`config.mk`:
```
export PLATFORM = sky130hd
export DESIGN_NAME = scan_wrap
export DESIGN_NICKNAME = d
export VERILOG_FILES = /design/src/rtl/scan_pkg.sv /design/src/rtl/scan_cell.sv /design/src/rtl/cut_logic.sv /design/src/rtl/scan_seq.sv /design/src/rtl/scan_wrap.sv
export SDC_FILE = /design/constraint.sdc
export NUM_CORES = 1
export LEC_CHECK = 0
export ABC_AREA = 1
export BUFFER_PORTS_ARGS = -buffer_cell sky130_fd_sc_hd__clkbuf_2
export CELL_PAD_IN_SITES_DETAIL_PLACEMENT = 1
export CELL_PAD_IN_SITES_GLOBAL_PLACEMENT = 1
export CORE_MARGIN = 2
export CORE_UTILIZATION = 35
export DETAILED_ROUTE_END_ITERATION = 8
export PLACE_DENSITY = 0.86
export SYNTH_ARGS = -nofsm -noshare
export SYNTH_HDL_FRONTEND = slang
export SYNTH_SLANG_ARGS = --single-unit
```
`constraint.sdc`:
```
create_clock -name clk -period 1.7 [get_ports clk]
set_clock_uncertainty 0.2 [all_clocks]
set_input_delay 0.255 -clock clk [delete_from_list [all_inputs] [get_ports clk]]
set_output_delay 0.255 -clock clk [all_outputs]
set_load 0.005 [all_outputs]
```
`src/rtl/scan_pkg.sv`:
```
package scan_pkg;

    typedef enum logic [1:0] {
        SQ_IDLE    = 2'd0,
        SQ_LOAD    = 2'd1,
        SQ_CAPTURE = 2'd2,
        SQ_UNLOAD  = 2'd3
    } seq_state_t;

endpackage

```
`src/rtl/scan_cell.sv`:
```
module scan_cell (
    input  logic clk,
    input  logic rst,
    input  logic en,
    input  logic sel_shift,
    input  logic d_func,
    input  logic d_scan,
    output logic q
);

    always_ff @(posedge clk) begin
        if (rst) begin
            q <= 1'b0;
        end else if (en) begin
            q <= sel_shift ? d_scan : d_func;
        end
    end

endmodule

```
`src/rtl/cut_logic.sv`:
```
module cut_logic #(
    parameter int STATE_W = 3
) (
    input  logic [STATE_W-1:0] cur_state,
    input  logic               in_bit,
    output logic [STATE_W-1:0] next_state,
    output logic               out_bit
);

    always_comb begin
        next_state = {cur_state[STATE_W-2:0], cur_state[STATE_W-1] ^ in_bit};
        out_bit    = (^cur_state) ^ in_bit;
    end

endmodule

```
`src/rtl/scan_seq.sv`:
```
module scan_seq
    import scan_pkg::*;
#(
    parameter int CHAIN_W = 4
) (
    input  logic               clk,
    input  logic               rst,
    input  logic               test_mode,
    input  logic               start,
    input  logic               chain_msb,
    output logic               shift_en,
    output logic               capture,
    output logic               cell_en,
    output logic               busy,
    output logic               done,
    output logic [CHAIN_W-1:0] result
);

    localparam int CNT_W = (CHAIN_W > 2) ? $clog2(CHAIN_W) : 1;
    localparam logic [CNT_W-1:0] LAST = CNT_W'(CHAIN_W - 1);

    seq_state_t       st, nxt;
    logic [CNT_W-1:0] cnt;
    logic             last;

    assign last = (cnt == LAST);

    always_comb begin
        nxt = st;
        unique case (st)
            SQ_IDLE:    if (test_mode && start) nxt = SQ_LOAD;
            SQ_LOAD:    if (!test_mode) nxt = SQ_IDLE;
                        else if (last) nxt = SQ_CAPTURE;
            SQ_CAPTURE: nxt = test_mode ? SQ_UNLOAD : SQ_IDLE;
            SQ_UNLOAD:  if (!test_mode) nxt = SQ_IDLE;
                        else if (last) nxt = start ? SQ_CAPTURE : SQ_IDLE;
            default:    nxt = SQ_IDLE;
        endcase
    end

    always_ff @(posedge clk) begin
        if (rst) begin
            st  <= SQ_IDLE;
            cnt <= '0;
        end else begin
            st  <= nxt;
            cnt <= (nxt != st) ? '0 : cnt + 1'b1;
        end
    end

    always_comb begin
        shift_en = test_mode && ((st == SQ_LOAD) || (st == SQ_UNLOAD));
        capture  = test_mode && (st == SQ_CAPTURE);
        busy     = (st != SQ_IDLE);
        cell_en  = !test_mode || shift_en || capture;
    end

    always_ff @(posedge clk) begin
        if (rst) begin
            done   <= 1'b0;
            result <= '0;
        end else begin
            done <= test_mode && (st == SQ_UNLOAD) && last;
            if (shift_en && (st == SQ_UNLOAD)) begin
                result <= {result[CHAIN_W-2:0], chain_msb};
            end
        end
    end

    logic [CNT_W+1:0] run_len;
    always_ff @(posedge clk) begin
        if (rst) run_len <= '0;
        else     run_len <= shift_en ? run_len + 1'b1 : '0;
    end

    a_r4_shift_len: assert property (@(posedge clk) disable iff (rst)
        (!shift_en && test_mode && run_len != 0) |-> (run_len == (CNT_W+2)'(CHAIN_W)));
    a_r5_one_capture: assert property (@(posedge clk) disable iff (rst)
        capture |=> !capture);
    a_r7_done_pulse: assert property (@(posedge clk) disable iff (rst)
        done |=> !done);
    a_r1_reset_idle: assert property (@(posedge clk)
        rst |=> (st == SQ_IDLE && !done && result == '0));
    a_r9_idle_hold: assert property (@(posedge clk) disable iff (rst)
        (st == SQ_IDLE && !(test_mode && start)) |=> (st == SQ_IDLE));
    a_r2_no_test_in_func: assert property (@(posedge clk) disable iff (rst)
        !test_mode |-> (!shift_en && !capture));

endmodule

```
`src/rtl/scan_wrap.sv`:
```
module scan_wrap #(
    parameter int STATE_W = 3
) (
    input  logic               clk,
    input  logic               rst,
    input  logic               test_mode,
    input  logic               start,
    input  logic               func_in,
    input  logic               scan_in,
    output logic               scan_out,
    output logic               func_out,
    output logic               shift_en,
    output logic               busy,
    output logic               done,
    output logic               cap_out,
    output logic [STATE_W:0]   result
);

    localparam int CHAIN_W = STATE_W + 1;

    logic [CHAIN_W-1:0] chain, d_func, d_scan;
    logic [STATE_W-1:0] ns_state;
    logic               capture, cell_en;

    cut_logic #(.STATE_W(STATE_W)) u_cut (
        .cur_state  (chain[CHAIN_W-1:1]),
        .in_bit     (chain[0]),
        .next_state (ns_state),
        .out_bit    (func_out)
    );

    scan_seq #(.CHAIN_W(CHAIN_W)) u_seq (
        .clk       (clk),
        .rst       (rst),
        .test_mode (test_mode),
        .start     (start),
        .chain_msb (chain[CHAIN_W-1]),
        .shift_en  (shift_en),
        .capture   (capture),
        .cell_en   (cell_en),
        .busy      (busy),
        .done      (done),
        .result    (result)
    );

    assign d_func = {ns_state, func_in};
    assign d_scan = {chain[CHAIN_W-2:0], scan_in};

    for (genvar i = 0; i < CHAIN_W; i++) begin : g_cell
        scan_cell u_cell (
            .clk       (clk),
            .rst       (rst),
            .en        (cell_en),
            .sel_shift (shift_en),
            .d_func    (d_func[i]),
            .d_scan    (d_scan[i]),
            .q         (chain[i])
        );
    end

    assign scan_out = chain[CHAIN_W-1];

    always_ff @(posedge clk) begin
        if (rst)          cap_out <= 1'b0;
        else if (capture) cap_out <= func_out;
    end

    a_r3_shift_entry: assert property (@(posedge clk) disable iff (rst)
        shift_en |=> (chain[0] == $past(scan_in)));
    a_r3_shift_move: assert property (@(posedge clk) disable iff (rst)
        shift_en |=> (chain[CHAIN_W-1:1] == $past(chain[CHAIN_W-2:0])));
    a_r6_cap_sample: assert property (@(posedge clk) disable iff (rst)
        capture |=> (cap_out == $past(func_out)));
    a_r5_capture_input: assert property (@(posedge clk) disable iff (rst)
        capture |=> (chain[0] == $past(func_in)));
    a_r9_hold_idle: assert property (@(posedge clk) disable iff (rst)
        (test_mode && !busy && !start) |=> $stable(chain));

endmodule

```
* Word level (Yosys, flattened, before mapping) *
Cells that the tools add are included.

word-level totals
  output and inout bits = 10
  register bits = 14

cells by class
  mux-type cells = 10
  reductions and logical operators = 14
  equal/unequal tests = 5
  add/subtract/negate cells = 1
  bitwise gates (word level) = 2

operators with widths
  kind                                            number
  2-to-1 mux 2 bit                                7
  one-hot mux 2 bit (4 select lines)              1
  == test 2 bit (second input constant)           3
  logical AND 1 bit                               6
  logical OR 1 bit                                3
  parity 3 bit                                    1
  adder 2 x 1 -> 2 bit (second input constant)    1
  == test 2 x 1 -> 1 bit (second input constant)  1
  zero test 2 bit                                 1
  2-to-1 mux 1 bit                                2
  != test 2 bit                                   1
  nonzero test 2 bit                              1
  OR reduction 2 bit                              1
  bitwise XOR 1 bit                               2
  zero test 1 bit                                 1

* Longest topological paths before layout *
Gate-level depths: netlist of run 1.

  depth in word-level cells = 6
  depth in mapped cells = 7
  gate-level depth less buffers = 7

* Cells and area by module *
A second synthesis of run 1 with hierarchy kept.

second synthesis, totals
  cell total of the unflattened synthesis = 122
  area total of the unflattened synthesis = 740.7 um2

modules (own cells, without submodules)
  module     cells an instance  instances  area an instance (um2)
  scan_seq   58                 1          399.1
  scan_cell  9                  4          51.3
  cut_logic  21                 1          91.3
  scan_wrap  7                  1          45.0

* Worst setup path before layout of run 1 *
OpenSTA, ideal clock, no wires.

  kind = register to register
  from = register u_seq.cnt[0]
  to = register u_seq.cnt[0]
  stages on the path, launching flop included = 8
  data required time = 1.388 ns
  clock period less this slack = 1.207 ns
  setup slack = 0.493 ns
  arrival time = 0.895 ns
  path buffers = 0
  path through = dfxtp_1 > ha_1 > inv_1 > nor2_1 > nand2_1 > nand4_1 > nand2_1 > nor2_1

on the way
  cells in the longest elaborated chain, start to end = 6
  elaborated cells between the ends (all ways) = 9

RTL lines
  item                                        line                            text
  start, declared                             scan_seq.sv:23                  logic [CNT_W-1:0] cnt;
  start signal, assigned                      scan_seq.sv:47                  cnt <= (nxt != st) ? '0 : cnt + 1'b1;
  == test 2 bit                               scan_seq.sv:26                  assign last = (cnt == LAST);
  2-to-1 mux 2 bit, on equally long branches  scan_seq.sv:36, scan_seq.sv:33
  2-to-1 mux 2 bit, on equally long branches  scan_seq.sv:35, scan_seq.sv:32
  one-hot mux 2 bit (4 select lines)          scan_seq.sv:30                  unique case (st)
  != test 2 bit                               scan_seq.sv:47
  OR reduction 2 bit (no line)                n/a

Several ways; a longest one is shown, not always the timed one.
A chain may end at the register's enable or synchronous reset.

* Final worst setup path of run 1 *
  from = register g_cell[3].u_cell.q
  to = output port func_out

on the way
  cells in the longest elaborated chain, start to end = 2

RTL lines
  item                    line             text
  start, declared         scan_cell.sv:8   output logic q
  start signal, assigned  scan_cell.sv:15  q <= sel_shift ? d_scan : d_func;
  parity 3 bit            cut_logic.sv:12  out_bit = (^cur_state) ^ in_bit;
  bitwise XOR 1 bit       cut_logic.sv:12
  end, declared           scan_wrap.sv:11  output logic func_out,

Every way passes these cells.

==> results of run 1 <==
-- metal layers --
metal | track usage, % | vias to the layer above
met4 | 4.865 | 0
li1 | - | 330
met3 | 6.792 | 2
met2 | 27.20 | 11
met1 | 18.24 | 281
met5 | 0 | -
-- stage by stage --
stage / worst slack, ps / utilization [%] / instances
after floorplan: 492.6 / - / 92
after global placement: 337.6 / 43.76 / 130
after detailed placement: 350.4 / 43.76 / 130
after CTS: 9.323 / 45.82 / 134
after global routing: 28.29 / 45.96 / 134
final: 101.6 / 45.96 / 134
-- layout make-up --
class                      instances  area share (%)
sequential                        14           34.88
timing repair buffer              15           9.259
tap                               25           3.858
inverter                          12           5.556
multi-input combinational         64           41.98
clock buffer                       4           4.475
-- synthesized netlist by cell type --
| library cell | number |
|---|---|
| a21oi_1 | 5 |
| a31oi_1 | 2 |
| buf_4 | 1 |
| clkbuf_1 | 1 |
| dfxtp_1 | 14 |
| ha_1 | 1 |
| inv_1 | 10 |
| inv_2 | 2 |
| nand2_1 | 18 |
| nand2_2 | 1 |
| nand2_4 | 1 |
| nand3_1 | 2 |
| nand3_2 | 1 |
| nand3b_1 | 1 |
| nand4_1 | 3 |
| nor2_1 | 15 |
| nor2_8 | 1 |
| nor3_1 | 2 |
| o211ai_1 | 1 |
| o21ai_0 | 6 |
| xnor2_1 | 2 |
| xor2_1 | 2 |
-- final timing paths --
| path | from | endpoint | slack (ps) | depth (start not counted) |
|---|---|---|---|---|
| worst max-delay path | g_cell[3].u_cell.q | func_out | 100 | 4 |
| worst min-delay path | rst | g_cell[3].u_cell.q | 50 | 2 |
| worst max register to register | u_seq.cnt[0] | u_seq.cnt[0] | 340 | 7 |
| worst min register to register | u_seq.cnt[0] | u_seq.cnt[0] | 230 | 1 |
-- placed cells by master (no fill, tap or decap), drive strengths merged --
| master | instances |
|---|---|
| nor2 | 16 |
| nand2 | 20 |
| inv | 12 |
| clkbuf | 19 |
| a21oi | 5 |
| xor2 | 2 |
| nand3 | 3 |
| a31oi | 2 |
| nand4 | 3 |
| o21ai | 6 |
| o211ai | 1 |
| xnor2 | 2 |
| nand3b | 1 |
| nor3 | 2 |
| ha | 1 |
| dfxtp | 14 |
-- sequential cells by signal, indices dropped and copies added (netlist names) --
| name | flops |
|---|---|
| cap_out | 1 |
| u_seq.cnt | 2 |
| u_seq.done | 1 |
| g_cell.u_cell.q | 4 |
| u_seq.st | 2 |
| u_seq.result | 4 |
-- power by group --
group	switching (mW)	internal, mW
clock	0.107	0.130
combinational	0.0432	0.0300
sequential	0.0113	0.339
-- kinds of logic (layout without fill, tap and decap cells) --
kind of cell               count (synthesis)  count (layout)  share of synthesized area (%)
AOI/OAI and AO/OA                         14              14                          11.09
adders and majority gates                  1               1                          1.848
buffers and inverters                     14              31                          8.319
DFF                                       14              14                          41.40
and+or+nand+nor                           45              45                          32.16
xor gates and xnor gates                   4               4                          5.177
-- critical path: cells and delay by family (launching register included) --
family	cells	cell delay [ps]
DFF	1	390
buffers and inverters	1	100
xor gates and xnor gates	1	210
and+or+nand+nor	2	150
-- what timing repair did --
item / in CTS / in global routing
gates resized for setup: 0 / 2
endpoints found under the hold margin: 0 / 0
endpoints found under the setup margin: 0 / 1
==> metrics.txt, run 1 <==
average size of a mapped cell 7.358 sq um; initial antenna violation count 0; Routed Antenna Nets 0; Achievable Freq 625.6 MHz; CTS tree built; Hold Crit Class primary input to flip-flop; die height roughly 48 microns; CORE AREA 1764 sq um; Startpoint Class flip-flop; DIE AREA around 2300 sq um; vias in the first global route 600; Total Routing Usage GR about 16%; HPWL after detailed placement approximately 1.2 mm; initial drt markers 8; Crit path largest cell delay between 300 and 400 ps; first-pass GRT wire length approximately 2.5 mm; port bufs 15; area grow syn2layout 19.78%; pin count of the biggest net entering global routing 9; root buf cell clkbuf_4; hold-fix buffer count after cts 0; sequential-to-total area share from yosys stat around 41%; Fin. Hold Viols 0; metal1 wirelength 695 microns; Met2 Wirelength about 720 microns; drt drc 0; critical path arrival between 1000 and 1500 ps; kind of critical path flip-flop to output port; highest routed layer met4; Max FO, Critical Path 5; synthesized net count roughly 100; Clock Sinks 14; Worst-Margin Slew between 200 and 300 ps; Nets 117; Synth Warn # 0; FF/Latch Area around 280 sq um; Post-Syn Area 676.9 sq um; CP required between 1000 and 1500 ps; Die Wd 47.98 microns; post-layout min period about 1600 ps; CP most frequent cell nand2_1; Synth area leader dfxtp_1; antenna cells 0; sum of negative setup slack 0 ps; Clk Latency, worst-skew pair ~280 ps; count of final setup violators 0; Detail Route met3 WL between 60 and 70 microns; num rows 15; synth top area cells dfxtp_1 (41%), nand2_1 (10%), nor2_1 (8.3%), inv_1 (5.5%), o21ai_0 (4.4%); placed inst area just under 800 sq um; power per cell area roughly 820 nW/um^2; Final Max Slew Viols 0; CP max-delay cell dfxtp_2; H-tree lvl count 1; Worst slew margin 83.21%; Final Cell Area 810.8 sq um; total global routing overflow 0; DR WL/cell 11.10 microns; P_leak approximately 0.43 nW; footprint of the multi-input gates approximately 340 sq um; Max Buffers Root-to-Sink 2; Mapped Cells 92; final WL ~1.5 mm; crit share post-route a little over nine tenths; vias per cell ~4.7; ratio of cells with drive above 1 in the final layout 24.77%; Initial Utilization a little under two fifths; post-synth cell types 22; maxcap violations 0; TritonRoute pass-1 iters 4; unrepaired setup endpoints after global routing no; clk slew on worst S/H paths roughly 90 ps; VDD IR max about 500 uV; status finished clean; Via Count 624; final hold slack 54.23 ps; gpl congestion between 0.7 and 0.8; Yosys reg bits 14; crit end category output port; Layout fillers roughly 240; # Post-CTS Setup Buffers 0; CTS Buf Count 3; worst path cell trace xor2_1, nand2_1, nand2_1, clkbuf_2; share of the synthesized area in the top cell type approximately two fifths; Tot Pwr around 660 uW; Ports 16
Power figures use the tool's default switching activity.
==> run 2, diff against run 1 <==
--- a/config.mk
+++ b/config.mk
@@ -7,12 +7,10 @@
 export LEC_CHECK = 0
 export ABC_AREA = 1
 export BUFFER_PORTS_ARGS = -buffer_cell sky130_fd_sc_hd__clkbuf_2
-export CELL_PAD_IN_SITES_DETAIL_PLACEMENT = 1
-export CELL_PAD_IN_SITES_GLOBAL_PLACEMENT = 1
 export CORE_MARGIN = 2
-export CORE_UTILIZATION = 35
+export CORE_UTILIZATION = 45
 export DETAILED_ROUTE_END_ITERATION = 8
-export PLACE_DENSITY = 0.86
+export PLACE_DENSITY = 0.81
 export SYNTH_ARGS = -nofsm -noshare
 export SYNTH_HDL_FRONTEND = slang
 export SYNTH_SLANG_ARGS = --single-unit
==> run 2 against run 1 <==
Against the previous run: clock power is essentially flat; highest routed layer unchanged; first-iteration DRC count shrank 25%; critical endpoint unchanged; sequential share of layout area grew 0.32 points.
==> metrics.txt, run 2 (synthesized netlist as in run 1, its figures left out) <==
Post-Place Worst Slack approximately 340 ps; Hold Crit Class primary input to flip-flop; VDD IR max 501.1 uV; Via Count between 600 and 700; vias in the first global route between 500 and 600; reg-to-reg critical path startpoint u_seq.st[0]; Met2 Wirelength 617 microns; power per cell area a little over 800 nW/um^2; total global routing overflow 0; pin count of the biggest net entering global routing 9; num rows 13; hold_sp rst; initial drt markers 6; Fin. Hold Viols 0; WHS Path Cells 2; CTS Buf Count 3; status finished clean; CTS tree built; CORE AREA 1350 sq um; worst setup slack after layout roughly 110 ps; Min-Delay Endpoint g_cell[2].u_cell.q; initial antenna violation count 0; crit share post-route between 90 and 100%; die height between 40 and 50 microns; sum of negative setup slack 0 ps; final WL roughly 1.3 mm; Achievable Freq about 630 MHz; root buf cell clkbuf_4; R2R cell count 5; Ports 16; HPWL after detailed placement roughly 990 microns; R2R Setup Slk between 300 and 400 ps; area grow syn2layout 19.22%; Startpoint Class flip-flop; ratio of cells with drive above 1 in the final layout a little over a quarter; highest routed layer met4; Worst-Margin Slew approximately 220 ps; Setup crit start g_cell[3].u_cell.q; unrepaired setup endpoints after global routing no; clk slew on worst S/H paths roughly 80 ps; gpl congestion around 0.80; Total Routing Usage GR about 16%; DIE AREA about 1800 sq um; CP required around 1200 ps; Worst slew margin between 80% and 90%; Die Wd around 43 microns; post-layout min period about 1600 ps; maxcap violations 0; top flop regs g_cell.u_cell.q x4, u_seq.result x4; Initial Utilization 50.14%; most frequent cells in the layout nand2_1 (18), nor2_1 (15), clkbuf_2 (15); H-tree lvl count 1; crit end category output port; Routed Antenna Nets 0; critical path arrival between 1000 and 1500 ps; count of final setup violators 0; Clk Latency, worst-skew pair roughly 280 ps; Detail Route met3 WL a little over 50 microns; kind of critical path flip-flop to output port; commonest non-fill, non-tap cell in the layout nand2_1; Max Buffers Root-to-Sink 2; P_leak 0.4319 nW; Final Max Slew Viols 0; first-pass GRT wire length roughly 2.2 mm; drt drc 0; DR WL/cell between 10 and 15 microns; RR Endpoint cap_out; Nets around 120; Max FO, Critical Path 5; # Post-CTS Setup Buffers 0; vias per cell a little over 5; port bufs 15; TritonRoute pass-1 iters 4; Clock Sinks 14; metal1 wirelength 613 microns; antenna cells 0
==> run 2: through the flow <==
stage               area [sq um]  cells  power [mW]  util (%)  hold slack (ps)
global placement           759.5    120      0.4268     56.26            206.0
floorplan                  676.9     92      0.4085         -            197.4
detailed placement         759.5    120      0.4305     56.26            212.6
CTS                        795.8    124      0.6742     58.94            49.13
global route               807.0    124      0.7042     59.78            49.97
finish                     807.0    124      0.6641     59.78            42.94
==> run 2: area by class of cell <==
cell class,instances,area (sq um)
Multi-Input combinational cell,64,347.8
Fill cell,130,543.0
Inverter,12,45.04
Clock buffer,4,36.28
Tap cell,15,18.77
Sequential cell,14,284.0
Timing Repair Buffer,15,75.07
==> run 2: critical path: stages, from the launching register on <==
cell and delay (ps):
dfxtp_2 410, xor2_2 170, nand2_1 100, nand2_1 70
clkbuf_2 100
==> run 2: where the power goes <==
group	switching (mW)	internal [mW]	leakage, nW
registers	0.0120	0.340	0.115
clock network	0.109	0.130	0.0210
logic	0.0424	0.0305	0.296
total	0.164	0.501	0.432
==> run 2: timing repair <==
item                                    4_1_cts  5_1_grt
hold buffers                                  0        0
endpoints found under the setup margin        0        1
resized for setup                             0        4
==> run 2: how the worst max path moves through the flow <==
stage,end,slack [ps],cells past startpoint
final,func_out,110,4
after floorplan,u_seq.cnt[0],490,7
after CTS,func_out,20,4
after global placement,u_seq.cnt[0],410,7
after global routing,func_out,10,4
after detailed placement,func_out,340,4
==> run 2: per-layer routing <==
| layer | GRT usage (%) | up-vias |
|---|---|---|
| met4 | 11.25 | 0 |
| met1 | 18.54 | 277 |
| met2 | 26.67 | 13 |
| met3 | 2.553 | 5 |
| li1 | - | 329 |
| met5 | 0 | - |
